## src/rtl/irq_pkg.sv

```systemverilog
package irq_pkg;
  localparam int SEL_W     = 3;
  localparam int NUM_LINES = 1 << SEL_W;
  typedef logic [SEL_W-1:0]     sel_t;
  typedef logic [NUM_LINES-1:0] lines_t;

  function automatic lines_t sel_decode(input sel_t code);
    lines_t v;
    v = '0;
    v[code] = 1'b1;
    return v;
  endfunction
endpackage

```

## src/rtl/irq_src_sync.sv

```systemverilog
module irq_src_sync (
  input  logic clk,
  input  logic rst,
  input  logic lvl,
  output logic rise
);
  logic meta_q, sync_q, prev_q;

  always_ff @(posedge clk) begin
    if (rst) begin
      meta_q <= 1'b0;
      sync_q <= 1'b0;
      prev_q <= 1'b0;
    end else begin
      meta_q <= lvl;
      sync_q <= meta_q;
      prev_q <= sync_q;
    end
  end

  assign rise = sync_q & ~prev_q;
endmodule

```

## src/rtl/irq_pend_bank.sv

```systemverilog
module irq_pend_bank #(
  parameter int NUM_SRC = 4
) (
  input  logic               clk,
  input  logic               rst,
  input  logic [NUM_SRC-1:0] rise,
  input  logic               rd,
  output logic [NUM_SRC-1:0] pend,
  output logic [NUM_SRC-1:0] rd_q
);
  logic [NUM_SRC-1:0] pend_n;

  always_comb begin
    pend_n = (rd ? '0 : pend) | rise;
  end

  always_ff @(posedge clk) begin
    if (rst) begin
      pend <= '0;
      rd_q <= '0;
    end else begin
      pend <= pend_n;
      if (rd) rd_q <= pend;
    end
  end
endmodule

```

## src/rtl/irq_line_route.sv

```systemverilog
module irq_line_route
  import irq_pkg::*;
(
  input  logic   clk,
  input  logic   rst,
  input  logic   en,
  input  sel_t   sel,
  input  logic   req,
  output lines_t lines
);
  lines_t lines_n;

  always_comb begin
    lines_n = '0;
    if (en && req) lines_n = sel_decode(sel);
  end

  always_ff @(posedge clk) begin
    if (rst) lines <= '0;
    else     lines <= lines_n;
  end
endmodule

```

## src/rtl/edge_irq_router.sv

```systemverilog
module edge_irq_router
  import irq_pkg::*;
#(
  parameter int NUM_SRC = 4
) (
  input  logic               clk,
  input  logic               rst,
  input  logic [NUM_SRC-1:0] src_lvl,
  input  logic               cfg_wr,
  input  logic               cfg_en,
  input  logic [SEL_W-1:0]   cfg_sel,
  input  logic [NUM_SRC-1:0] cfg_mask,
  input  logic               stat_rd,
  output logic [NUM_SRC-1:0] stat_q,
  output logic [NUM_LINES-1:0] irq_lines
);
  logic               en_q;
  sel_t               sel_q;
  logic [NUM_SRC-1:0] mask_q;
  logic [NUM_SRC-1:0] rise;
  logic [NUM_SRC-1:0] pend;
  logic               req;

  always_ff @(posedge clk) begin
    if (rst) begin
      en_q   <= 1'b0;
      sel_q  <= '0;
      mask_q <= '1;
    end else if (cfg_wr) begin
      en_q   <= cfg_en;
      sel_q  <= cfg_sel;
      mask_q <= cfg_mask;
    end
  end

  for (genvar g = 0; g < NUM_SRC; g++) begin : g_src
    irq_src_sync u_sync (
      .clk  (clk),
      .rst  (rst),
      .lvl  (src_lvl[g]),
      .rise (rise[g])
    );
  end

  irq_pend_bank #(.NUM_SRC(NUM_SRC)) u_pend (
    .clk  (clk),
    .rst  (rst),
    .rise (rise),
    .rd   (stat_rd),
    .pend (pend),
    .rd_q (stat_q)
  );

  assign req = |(pend & mask_q);

  irq_line_route u_route (
    .clk   (clk),
    .rst   (rst),
    .en    (en_q),
    .sel   (sel_q),
    .req   (req),
    .lines (irq_lines)
  );
endmodule

```

## config.mk

```make
export PLATFORM = sky130hd
export DESIGN_NAME = edge_irq_router
export DESIGN_NICKNAME = d
export VERILOG_FILES = /design/src/rtl/irq_pkg.sv /design/src/rtl/irq_src_sync.sv /design/src/rtl/irq_pend_bank.sv /design/src/rtl/irq_line_route.sv /design/src/rtl/edge_irq_router.sv
export SDC_FILE = /design/constraint.sdc
export NUM_CORES = 1
export LEC_CHECK = 0
export BUFFER_PORTS_ARGS = -buffer_cell sky130_fd_sc_hd__buf_2
export CORE_ASPECT_RATIO = 1.4
export CORE_MARGIN = 10
export CORE_UTILIZATION = 45
export DETAILED_ROUTE_END_ITERATION = 10
export PLACE_DENSITY = 0.69
export RECOVER_POWER = 100
export SYNTH_ARGS = -nofsm -noshare
export SYNTH_HDL_FRONTEND = slang
export SYNTH_SLANG_ARGS = --single-unit
export TNS_END_PERCENT = 30
```

## constraint.sdc

```tcl
create_clock -name clk -period 0.9 [get_ports clk]
set_input_delay 0.135 -clock clk [delete_from_list [all_inputs] [get_ports clk]]
set_output_delay 0.135 -clock clk [all_outputs]
set_load 0.005 [all_outputs]
```

[After elaboration in Yosys (flattened, before gate mapping)]
Cells that the tools add are included.
Storage, ports and cells
  register bits: 36
  word-level logic and storage cells: 38
Cells by class
  $lt $le $gt $ge: 2
  muxes and demuxes: 3
  bitwise operators: 11
  reduce and logical (&&, ||, !) cells: 4
Operator list (count)
  $not 1->1: 5
  $and 1x1->1: 4
  $and 4x4->4: 1
  $lt 3x4->1 const B: 1
  $mux 4: 1
  $or 4x4->4: 1
  $reduce_or 4->1: 1
  $demux 1 s3: 1
  $ge 3x1->1 const B: 1
  $logic_and 1x1->1: 2
  $reduce_or 2->1: 1
  $mux 1: 1

[Longest topological paths before layout]
Gate-level depths: netlist of run 1.
  depth in word-level cells: 5
  depth in mapped cells: 3

[Modules after synthesis]
From an unflattened synthesis of run 1, not the netlist that was laid out.
Second synthesis, totals
  cells, all modules: 108
  area total of the unflattened synthesis: 1217.4 sq um
By module, submodules not included
  irq_src_sync: instances 4, cells an instance 7, area each 87.6 sq um, sequential area each 60.1 sq um
  edge_irq_router: instances 1, cells an instance 29, area each 315.3 sq um, sequential area each 160.2 sq um
  irq_pend_bank: instances 1, cells an instance 30, area each 290.3 sq um, sequential area each 160.2 sq um
  irq_line_route: instances 1, cells an instance 21, area each 261.5 sq um, sequential area each 160.2 sq um

[Worst setup path before layout of run 1]
No wires, ideal clock.
  kind: flip-flop to flip-flop
  from: register u_pend.pend[0]
  to: register u_route.lines[0]
  arrival time: 0.837 ns
  required time: 0.752 ns
  setup slack: -0.085 ns
  stages on the path, launching flop included: 3
  path buffers: 0
  cell sequence: dfxtp_1 a22oi_1 a211oi_1
On the way
  cells in the longest elaborated chain, start to end: 5
RTL lines
  start, declared: line irq_pend_bank.sv:8  | output logic [NUM_SRC-1:0] pend,
  start signal, assigned: line irq_pend_bank.sv:22  | pend <= pend_n;
  $and 4x4->4: line edge_irq_router.sv:54  | assign req = |(pend & mask_q);
  $reduce_or 4->1: line edge_irq_router.sv:54
  $logic_and 1x1->1: line irq_line_route.sv:15  | if (en && req) lines_n = sel_decode(sel);
  $not 1->1 (no source line)
  $reduce_or 2->1 (no source line)
  end signal, assigned: line irq_line_route.sv:20  | else lines <= lines_n;
  end, declared: line irq_line_route.sv:9  | output lines_t lines
Every way passes these cells.
A chain may end at the register's enable or synchronous reset.

[Worst setup path in the final report of run 1]
  from: register sel_q[0]
  to: register u_route.lines[0]
On the way
  cells in the longest elaborated chain, start to end: 4
RTL lines
  start, declared: line edge_irq_router.sv:18  | sel_t sel_q;
  start signal, assigned: line edge_irq_router.sv:31  | sel_q <= cfg_sel;
  $lt 3x4->1 (implied by the code) or $ge 3x1->1 (tied branches): line irq_pkg.sv:10  | v[code] = 1'b1;
  $logic_and 1x1->1 (implied by the code): line irq_pkg.sv:10
  $mux 1 (implied by the code): line irq_pkg.sv:10
  $demux 1 s3 *
Mark *: on every way between the ends. The rest lies on a longest branch, timed or not.

==> summary.txt, run 1 <==
Run status
  – Status: complete, but fails checks
  – Failing checks: negative setup slack

Placement
  – Cell area after placement: 1440 µm²
  – Worst setup slack after placement: -0.0917 ns
  – Routability congestion estimate from global placement: 0.688
  – Input/output buffers: 27
  – Placed wire-length estimate after detailed placement: 1740 µm

Final layout
  – Most common library cell in the layout ignoring fill and taps: sky130_fd_sc_hd__dfxtp_1
  – Finished layout cell area: 1640 µm²
  – Layout filler cell count: 201
  – Layout-stage area growth over the synthesis result: 39.5%
  – Layout net count: 169
  – Share of final-layout standard cells stronger than drive strength 1: 0.429
  – Commonest non-fill, non-tap cells in the layout: sky130_fd_sc_hd__dfxtp_1, sky130_fd_sc_hd__buf_2, sky130_fd_sc_hd__nor2b_1
  – Antenna fix cells: 0

Floorplan
  – Rows: 21
  – Initial core utilization: 0.482
  – Y dimension of the die: 80.5 µm
  – Floorplan core area: 2440 µm²
  – Number of ports placed on the die boundary: 28
  – Horizontal die dimension: 63.2 µm
  – Die Outline Area: 5090 µm²

Synth
  – Cell area after synthesis: 1180 µm²
  – Number of synthesized register bits: 36
  – Largest area contributor in the synthesized netlist: sky130_fd_sc_hd__dfxtp_1
  – Mean post-synth cell area: 11.2 µm²
  – Synthesized Nets: 121
  – Yosys warning total: 0
  – Sequential element share of the synthesized area: 0.612
  – Synth area leaders: sky130_fd_sc_hd__dfxtp_1, sky130_fd_sc_hd__nor2b_1, sky130_fd_sc_hd__mux2i_1
  – Number of distinct library cells after synthesis: 15
  – Share of the synthesized area in the top cell type: 0.612
  – Mapped Cells: 105

GRT
  – Largest net degree at the start of global routing: 13
  – Residual overflow from global routing: 0
  – Total global-route track usage: 0.101
  – Number of global-route vias before repair: 915
  – Initial antenna violation count: 0
  – First-pass GRT wire length: 4060 µm

Timing
  – Top achievable clock speed: 1030 MHz
  – Final slew viol count: 0
  – Final count of hold timing violations: 0
  – Worst relative slew slack: 0.737
  – Worst setup margin: -0.0695 ns
  – Final worst clock skew: 0.0116 ns
  – Actual slew at the worst max-slew pin: 0.394 ns
  – Setup-failing EPs final: 10
  – Setup TNS: -0.280 ns
  – RSZ-0062 raised after global routing: yes
  – Period utilisation layout: 1.08
  – Crit path time final: 0.970 ns
  – Hold_ws: 0.0164 ns

Pwr
  – Clock group share of total power: 0.358
  – Share of power burned in combinational logic: 0.086
  – Internal power: 2380 µW
  – Cell leakage power: 0.000697 µW
  – Power per unit of standard cell area: 1840 nW/µm²
  – Worst IR Drop VDD: 0.00167 V
  – Switching power total: 639 µW
  – Sequential group share of total power: 0.556
  – Post-layout power: 3020 µW
  – Net switching fraction of the power: 0.212

Run
  – Maximum capacitance violations: 0

Detailed routing
  – Total vias in the final route: 883
  – Routed via count divided by cell count: 4.70
  – Total DRC errors in the routed layout: 0
  – Number of nets with antenna violations after routing: 0
  – Avg WL per Cell: 12.8 µm
  – Drt first pass iters: 2
  – DRT iter0 DRCs: 16
  – Total Wirelength: 2420 µm

Critical path
  – Arrival time of data at the critical path endpoint: 1.23 ns
  – Destination of the worst register-to-register timing path: u_route.lines[0]
  – CP startpoint kind: flip-flop
  – Biggest fanout along the worst timing path: 2
  – Reg-to-reg critical path startpoint: sel_q[0]
  – Path depth of the worst reg2reg path: 2
  – Critical path endpoint category: flip-flop
  – Reg2reg setup slack: -0.07 ns
  – Required @ worst endpoint: 1.16 ns
  – Type of the setup path with the least slack: flip-flop to flip-flop
  – Worst setup startpoint: sel_q[0]

Clock network
  – Later-pin clock latency in the skew report: 0.34 ns
  – Buffers from clock root to sink, at most: 2
  – Clock slew at reported path FFs: 0.10 ns
  – Clock buffers created by TritonCTS: 5
  – CTS tree: yes
  – Buffers inserted during post-CTS setup optimization: 0
  – Total number of clock tree sinks: 36
  – Root Buffer: sky130_fd_sc_hd__clkbuf_4
  – Number of H-tree branching levels: 2

Hold path
  – Worst Hold End: g_src[2].u_sync.meta_q
  – Worst hold stages: 2
  – Tightest Hold Check Type: input pin to flip-flop
  – Startpoint of the tightest hold check path: src_lvl[2]
-- layout make-up --
class                      instances  area, µm²  share of cell area
timing repair buffer              46        315               0.192
tap                               34       42.5              0.0259
multi-input combinational         64        474               0.289
clock inverter                     2       35.0              0.0213
sequential                        36        734               0.447
clock buffer                       6       41.3              0.0251
-- per-layer routing --
| layer | up-vias | share of wire | wire length, µm | track usage |
|---|---|---|---|---|
| met3 | 7 | 0.063 | 153 | 0.0556 |
| met2 | 23 | 0.51 | 1230 | 0.174 |
| met5 | - | 0 | 0 | 0 |
| met4 | 0 | 0.021 | 51 | 0.0526 |
| met1 | 402 | 0.40 | 978 | 0.0956 |
| li1 | 451 | - | - | - |
-- stage by stage --
step / std cells / util
2_1_floorplan: 105 / -
3_3_place_gp: 174 / 0.589
3_5_place_dp: 174 / 0.589
4_1_cts: 188 / 0.662
5_1_grt: 188 / 0.672
6_report: 188 / 0.672
-- timing repair --
item | CTS | global route
hold buffers | 6 | 0
pin swaps | 1 | 1
gates resized for setup | 15 | 9
hold endpoints to repair | 6 | 0
setup endpoints to repair | 20 | 20
-- cell usage after synthesis --
master,n
sky130_fd_sc_hd__a211o_1,4
sky130_fd_sc_hd__a211oi_1,8
sky130_fd_sc_hd__or2_2,1
sky130_fd_sc_hd__dfxtp_1,36
sky130_fd_sc_hd__nand2b_1,9
sky130_fd_sc_hd__or3b_1,1
sky130_fd_sc_hd__mux2i_1,8
sky130_fd_sc_hd__nand3b_1,2
sky130_fd_sc_hd__nand3_1,1
sky130_fd_sc_hd__nor2b_1,16
sky130_fd_sc_hd__a21oi_1,4
sky130_fd_sc_hd__buf_2,4
sky130_fd_sc_hd__a22oi_1,2
sky130_fd_sc_hd__clkbuf_2,1
sky130_fd_sc_hd__nor2_1,8
-- power groups by stage --
stage,clock network [µW],registers [µW],logic [µW]
2_1_floorplan,0,1710,124
3_3_place_gp,0,1710,220
3_5_place_dp,0,1710,225
4_1_cts,1120,1680,259
5_1_grt,1190,1690,289
6_report,1080,1680,260
-- logic make-up after synthesis --
family                 synth area share
AOI/OAI and AO/OA                 0.111
buffers and inverters            0.0213
DFF                               0.612
muxes                            0.0680
and+or+nand+nor                   0.188
-- registers in the layout (all words and copies together), names as in the netlist --
name and count:
en_q 1, g_src.u_sync.meta_q 4, g_src.u_sync.prev_q 4, g_src.u_sync.sync_q 4, mask_q 4, sel_q 3, u_pend.pend 4, u_pend.rd_q 4
u_route.lines 8
-- how the worst max path moves through the flow --
stage	endpoint	slack (ns)
6_report	u_route.lines[0]	-0.07
5_1_grt	u_route.lines[0]	-0.11
4_1_cts	u_route.lines[0]	-0.07
3_5_place_dp	u_route.lines[0]	-0.09
3_3_place_gp	u_route.lines[2]	-0.02
2_1_floorplan	u_route.lines[0]	-0.02
-- worst max-delay path, cell delays in order, from the launching register on --
cell and delay [ns]:
sky130_fd_sc_hd__dfxtp_2 0.34, sky130_fd_sc_hd__or3b_4 0.40, sky130_fd_sc_hd__a211oi_2 0.16
Power figures use the tool's default switching activity.
==> run 2, diff against run 1 <==
PLACE_DENSITY = 0.71   (was 0.69)
==> run 2 against run 1 <==
  * Maximum frequency fell by 0.50%
  * Hold slack improved by 0.011 ns
  * The run still ends with negative setup slack left
  * Via count rose by 0.57%
  * Critical endpoint is now u_route.lines[2]
  * Global-route usage rose by 0.31 points
  * Total power rose by 5.4%
  * Utilization fell by 0.56 points
  * Register-to-register slack barely moved
==> summary.txt, run 2 (synthesis gave the netlist of run 1 again) <==
Clock network
  – Later-pin clock latency in the skew report: 0.33 ns (about the same)
  – Total number of clock tree sinks: 36 (unchanged)
  – Buffers from clock root to sink, at most: 2 (unchanged)
  – Number of H-tree branching levels: 2 (unchanged)
  – Clock slew at reported path FFs: 0.10 ns (about the same)
  – Root Buffer: sky130_fd_sc_hd__clkbuf_4
  – CTS tree: yes
  – Clock buffers created by TritonCTS: 5 (unchanged)

Detailed routing
  – Drt first pass iters: 3 (+1)
  – DRT iter0 DRCs: 16 (unchanged)
  – Met2 WL post-DR: 1350 µm (+9.4%)
  – Top routing layer used: met4
  – DR WL met3: 203 µm (+33%)
  – Number of nets with antenna violations after routing: 0 (unchanged)
  – Routed via count divided by cell count: 4.75 (+1.1%)
  – Avg WL per Cell: 13.5 µm (+4.9%)
  – Total Wirelength: 2520 µm (+4.3%)
  – Total vias in the final route: 888 (+0.57%)
  – Total DRC errors in the routed layout: 0 (unchanged)
  – DRT met1 WL: 899 µm (-8.1%)

Timing
  – Final slew viol count: 0 (unchanged)
  – Worst setup margin: -0.0744 ns (-0.00489 ns)
  – Crit path time final: 0.974 ns (+0.00489 ns)
  – Final worst clock skew: 0.00414 ns (-0.00742 ns)
  – Worst relative slew slack: 0.657 (-0.0804)
  – RSZ-0062 raised after global routing: yes
  – Setup-failing EPs final: 13 (+3)
  – Final count of hold timing violations: 0 (unchanged)
  – Top achievable clock speed: 1030 MHz (-0.50%)
  – Actual slew at the worst max-slew pin: 0.515 ns (+0.121 ns)
  – Period utilisation layout: 1.08 (+0.00544)

Hold path
  – Tightest Hold Check Type: input pin to flip-flop
  – Startpoint of the tightest hold check path: src_lvl[3]
  – Worst hold stages: 2 (unchanged)
  – Worst Hold End: g_src[3].u_sync.meta_q

Placement
  – Cell area after placement: 1430 µm² (-0.70%)
  – Placed wire-length estimate after detailed placement: 1730 µm (-0.63%)
  – Input/output buffers: 27 (unchanged)
  – Placed Instances: 171 (-1.7%)
  – Routability congestion estimate from global placement: 0.796 (+16%)

Final layout
  – Most common library cell in the layout ignoring fill and taps: sky130_fd_sc_hd__dfxtp_1
  – Share of final-layout standard cells stronger than drive strength 1: 0.379 (-0.0495)
  – Finished layout cell area: 1630 µm² (-0.84%)
  – Layout net count: 168 (-0.59%)
  – Post-Layout Cell Count: 187 (-0.53%)
  – Commonest non-fill, non-tap cells in the layout: sky130_fd_sc_hd__dfxtp_1, sky130_fd_sc_hd__buf_2, sky130_fd_sc_hd__nor2b_1
  – Max FFs per register: 8 (unchanged)
  – Register with the highest flop count: u_route.lines
  – Antenna fix cells: 0 (unchanged)
  – Layout-stage area growth over the synthesis result: 38.4%

GRT
  – Largest net degree at the start of global routing: 29 (+16)
  – Total global-route track usage: 0.104 (+0.00305)
  – Residual overflow from global routing: 0 (unchanged)
  – First-pass GRT wire length: 4230 µm (+4.1%)
  – Initial antenna violation count: 0 (unchanged)
  – Number of global-route vias before repair: 973 (+6.3%)

Critical path
  – Path depth of the worst reg2reg path: 2 (unchanged)
  – Required @ worst endpoint: 1.16 ns (about the same)
  – Type of the setup path with the least slack: flip-flop to flip-flop
  – Arrival time of data at the critical path endpoint: 1.23 ns (about the same)
  – Reg2reg setup slack: -0.07 ns (about the same)
  – CP startpoint kind: flip-flop
  – Critical path endpoint category: flip-flop
  – Destination of the worst register-to-register timing path: u_route.lines[2]
  – Reg-to-reg critical path startpoint: sel_q[0]
  – Biggest fanout along the worst timing path: 3 (+1)

Pwr
  – Net switching fraction of the power: 0.206 (-0.00561)
  – Internal power: 2530 µW (+6.2%)
  – Clock group share of total power: 0.394 (+0.036)
  – Post-layout power: 3180 µW (+5.4%)
  – Sequential group share of total power: 0.527 (-0.029)
  – Share of power burned in combinational logic: 0.079 (-0.007)
  – Cell leakage power: 0.000690 µW (-1.0%)
  – Worst IR Drop VDD: 0.00151 V (-9.4%)
  – Switching power total: 656 µW (+2.6%)
  – Power per unit of standard cell area: 1950 nW/µm² (+6.3%)

Floorplan
  – Die Outline Area: 5090 µm² (unchanged)
  – Y dimension of the die: 80.5 µm (unchanged)
  – Horizontal die dimension: 63.2 µm (unchanged)
  – Number of ports placed on the die boundary: 28 (unchanged)
  – Floorplan core area: 2440 µm² (unchanged)
  – Initial core utilization: 0.482 (unchanged)
  – Rows: 21 (unchanged)

Run status
  – Status: complete, but fails checks
  – Failing checks: negative setup slack

Run
  – Maximum capacitance violations: 0 (unchanged)
-- run 2: cell types whose count changed in the layout (fill, tap and decap cells not counted), sizes merged --
cell and change:
buf -4, clkbuf +3, clkinv -1, dlygate4sd3 +1
-- run 2: stage by stage --
step / util / hold WS [ns] / setup WS [ns] / setup TNS (ns)
4_1_cts: 0.670 / 0.0222 / -0.0786 / -0.460
3_3_place_gp: 0.585 / 0.338 / -0.0211 / -0.0403
2_1_floorplan: - / 0.253 / -0.0194 / -0.0389
5_1_grt: 0.667 / 0.0290 / -0.121 / -1.33
6_report: 0.667 / 0.0269 / -0.0744 / -0.338
3_5_place_dp: 0.585 / 0.350 / -0.0882 / -0.388
-- run 2: routing by layer --
metal,up-vias,global-route usage
li1,452,-
met1,404,0.0857
met2,25,0.192
met3,7,0.0611
met4,0,0.0548
met5,-,0
-- run 2: area by class of cell --
type	instances	area, µm²
clock inverter	1	30.0
timing repair buffer	45	299
fill	205	815
tap	34	42.5
sequential	36	731
clock buffer	7	65.1
multi-input combinational	64	462
-- run 2: worst max-delay path: stages, from the launching register on --
cell                       delay, ns
sky130_fd_sc_hd__dfxtp_2        0.35
sky130_fd_sc_hd__or3b_4         0.41
sky130_fd_sc_hd__a211oi_2       0.15
-- run 2: timing repair --
action / CTS / global route
hold buffers: 7 / 0
endpoints found under the setup margin: 18 / 20
pin swaps: 2 / 0
gates resized for setup: 14 / 5
endpoints found under the hold margin: 7 / 0
setup buffers: 1 / 0
-- run 2: power by group through the flow --
stage	Combinational, µW	Sequential (µW)	Clock, µW
after global routing	278	1680	1340
after floorplan	124	1710	0
after global placement	215	1710	0
after CTS	264	1680	1280
after detailed placement	224	1710	0
final	251	1680	1250
-- run 2: how the worst max path moves through the flow --
stage | startpoint | end | slack, ns | depth (start not counted)
2_1_floorplan | sel_q[0] | u_route.lines[0] | -0.02 | 2
3_3_place_gp | sel_q[0] | u_route.lines[2] | -0.02 | 2
3_5_place_dp | sel_q[0] | u_route.lines[2] | -0.09 | 2
4_1_cts | sel_q[0] | u_route.lines[2] | -0.08 | 2
5_1_grt | sel_q[0] | u_route.lines[2] | -0.12 | 2
6_report | sel_q[0] | u_route.lines[2] | -0.07 | 2
==> run 3, diff against run 2 <==
CORE_UTILIZATION = 40   (was 45)
PLACE_DENSITY = unset   (was 0.71)
==> run 3 against run 2 <==
  * The flow still finishes with violations (negative setup slack)
  * Critical path type unchanged
  * Flip-flop and latch count unchanged
  * Critical path depth unchanged
  * Sequential power is essentially flat
  * Count of clock-buffer cells in the layout fell by 2
  * Hold slack improved by 0.023 ns
  * Wire length decreased by 12%
  * Utilization shrank 12 points
==> summary.txt, run 3 (synthesis gave the netlist of run 1 again) <==
Run status
  – Status: complete, but fails checks
  – Failing checks: negative setup slack

Critical path
  – CP startpoint kind: flip-flop
  – Worst setup endpoint: u_route.lines[2]
  – Reg2reg setup slack: -0.05 ns (+0.02 ns)
  – Master of the slowest instance on the critical path: sky130_fd_sc_hd__or3b_4
  – Required @ worst endpoint: 1.11 ns (-0.05 ns)
  – Biggest fanout along the worst timing path: 3 (unchanged)
  – Worst setup startpoint: sel_q[0]
  – Arrival time of data at the critical path endpoint: 1.16 ns (-0.07 ns)
  – Reg-to-reg critical path startpoint: sel_q[0]
  – Slowest Stage Delay on Critical Path: 0.40 ns (about the same)
  – Critical path endpoint category: flip-flop
  – Destination of the worst register-to-register timing path: u_route.lines[2]
  – Path depth of the worst reg2reg path: 2 (unchanged)
  – Worst-path cell chain: or3b_4, a211oi_2
  – Type of the setup path with the least slack: flip-flop to flip-flop

Timing
  – Hold_ws: 0.0497 ns (+0.0228 ns)
  – Worst setup margin: -0.0507 ns (+0.0237 ns)
  – Period utilisation layout: 1.06 (-0.0264)
  – Crit path time final: 0.951 ns (-0.0237 ns)
  – Setup TNS: -0.0951 ns (+0.243 ns)
  – RSZ-0062 raised after global routing: yes
  – Top achievable clock speed: 1050 MHz (+2.5%)
  – Final worst clock skew: 0.00445 ns (+0.000310 ns)
  – Final count of hold timing violations: 0 (unchanged)
  – Worst relative slew slack: 0.644 (-0.0122)
  – Setup-failing EPs final: 2 (-11)
  – Actual slew at the worst max-slew pin: 0.533 ns (+0.0183 ns)
  – Final slew viol count: 0 (unchanged)

Floorplan
  – Die Outline Area: 5540 µm² (+8.9%)
  – Floorplan core area: 2850 µm² (+17%)
  – Y dimension of the die: 84.2 µm (+4.6%)
  – Number of ports placed on the die boundary: 28 (unchanged)
  – Rows: 23 (+9.5%)
  – Horizontal die dimension: 65.9 µm (+4.1%)
  – Initial core utilization: 0.413 (-0.0686)

Final layout
  – Layout-stage area growth over the synthesis result: 33.2%
  – Total area of multi-input combinational cells: 469 µm² (+1.6%)
  – Core Util, Final: 0.550 (-0.116)
  – Antenna fix cells: 0 (unchanged)
  – Share of final-layout standard cells stronger than drive strength 1: 0.429 (+0.0495)
  – Post-Layout Cell Count: 184 (-1.6%)
  – Max FFs per register: 8 (unchanged)
  – Most common library cell in the layout ignoring fill and taps: sky130_fd_sc_hd__dfxtp_1
  – Layout net count: 162 (-3.6%)
  – Register with the highest flop count: u_route.lines
  – Commonest non-fill, non-tap cells in the layout: sky130_fd_sc_hd__dfxtp_1, sky130_fd_sc_hd__buf_2, sky130_fd_sc_hd__nor2b_1
  – Register Area: 731 µm² (unchanged)
  – Layout filler cell count: 266 (+30%)

Hold path
  – Tightest Hold Check Type: input pin to flip-flop
  – Worst hold stages: 2 (unchanged)

Run
  – Maximum capacitance violations: 0 (unchanged)

GRT
  – Number of global-route vias before repair: 874 (-10%)
  – Initial antenna violation count: 0 (unchanged)
  – First-pass GRT wire length: 3700 µm (-13%)
  – Residual overflow from global routing: 0 (unchanged)
  – Largest net degree at the start of global routing: 29 (unchanged)
  – Total global-route track usage: 0.0857 (-0.0185)

Clock network
  – Buffers from clock root to sink, at most: 2 (unchanged)
  – Cts-stage hold buffer count: 0 (-7)
  – Root Buffer: sky130_fd_sc_hd__clkbuf_8
  – CTS tree: yes
  – Later-pin clock latency in the skew report: 0.29 ns (-0.04 ns)
  – Number of H-tree branching levels: 2 (unchanged)
  – Clock slew at reported path FFs: 0.07 ns (-0.03 ns)
  – Total number of clock tree sinks: 36 (unchanged)
  – Clock buffers created by TritonCTS: 5 (unchanged)

Placement
  – Placed wire-length estimate after detailed placement: 1670 µm (-3.4%)
  – Placed Instances: 175 (+2.3%)
  – Worst setup slack after placement: -0.0822 ns (+0.00602 ns)
  – Routability congestion estimate from global placement: 0.671 (-16%)
  – Input/output buffers: 27 (unchanged)

Detailed routing
  – Total vias in the final route: 876 (-1.4%)
  – Drt first pass iters: 2 (-1)
  – Total DRC errors in the routed layout: 0 (unchanged)
  – Total Wirelength: 2210 µm (-12%)
  – Avg WL per Cell: 12.0 µm (-11%)
  – Routed via count divided by cell count: 4.76 (+0.26%)
  – Number of nets with antenna violations after routing: 0 (unchanged)
  – DRT iter0 DRCs: 12 (-4)

Pwr
  – Worst IR Drop VDD: 0.00154 V (+1.8%)
  – Cell leakage power: 0.000666 µW (-3.4%)
  – Power per unit of standard cell area: 1940 nW/µm² (-0.63%)
==> run 3: how the worst min path moves through the flow <==
stage | start | slack (ns) | to
floorplan | cfg_mask[0] | 0.25 | mask_q[0]
global placement | cfg_mask[2] | 0.34 | mask_q[2]
detailed placement | cfg_mask[1] | 0.35 | mask_q[1]
CTS | cfg_mask[1] | 0.05 | mask_q[1]
global route | cfg_mask[2] | 0.06 | mask_q[2]
finish | cfg_mask[1] | 0.05 | mask_q[1]
==> run 3: stage by stage <==
stage          power (µW)  area, µm²
2_1_floorplan        1830       1190
3_3_place_gp         1930       1440
3_5_place_dp         1940       1440
4_1_cts              3080       1560
5_1_grt              3180       1570
6_report             3040       1570
==> run 3: critical path: cells and delay by family (launching register included) <==
family	cells	cell delay [ns]
AND/OR/NAND/NOR	1	0.40
AO/OA/AOI/OAI	1	0.15
flip-flops	1	0.33
==> run 3: repair_timing <==
item | 4_1_cts | 5_1_grt
pin swaps | 2 | 0
setup endpoints to repair | 8 | 11
gates resized for setup | 6 | 11
setup buffers | 1 | 0
==> run 3: final cells by class <==
| class | instances | area share |
|---|---|---|
| Multi-Input combinational cell | 64 | 0.299 |
| Clock buffer | 5 | 0.0439 |
| Tap cell | 37 | 0.0295 |
| Clock inverter | 3 | 0.0152 |
| Timing Repair Buffer | 39 | 0.146 |
| Sequential cell | 36 | 0.466 |
==> run 3: routing by layer <==
metal / up-vias / global-route usage / wire [µm]
met3: 5 / 0.0585 / 210
met1: 411 / 0.0729 / 828
met4: 0 / 0.0410 / 44
li1: 437 / - / -
met5: - / 0 / 0
met2: 23 / 0.146 / 1130
==> run 3: report_power, final <==
group	internal (µW)	switching [µW]
combinational	127	107
clock	547	586
sequential	1650	25.5
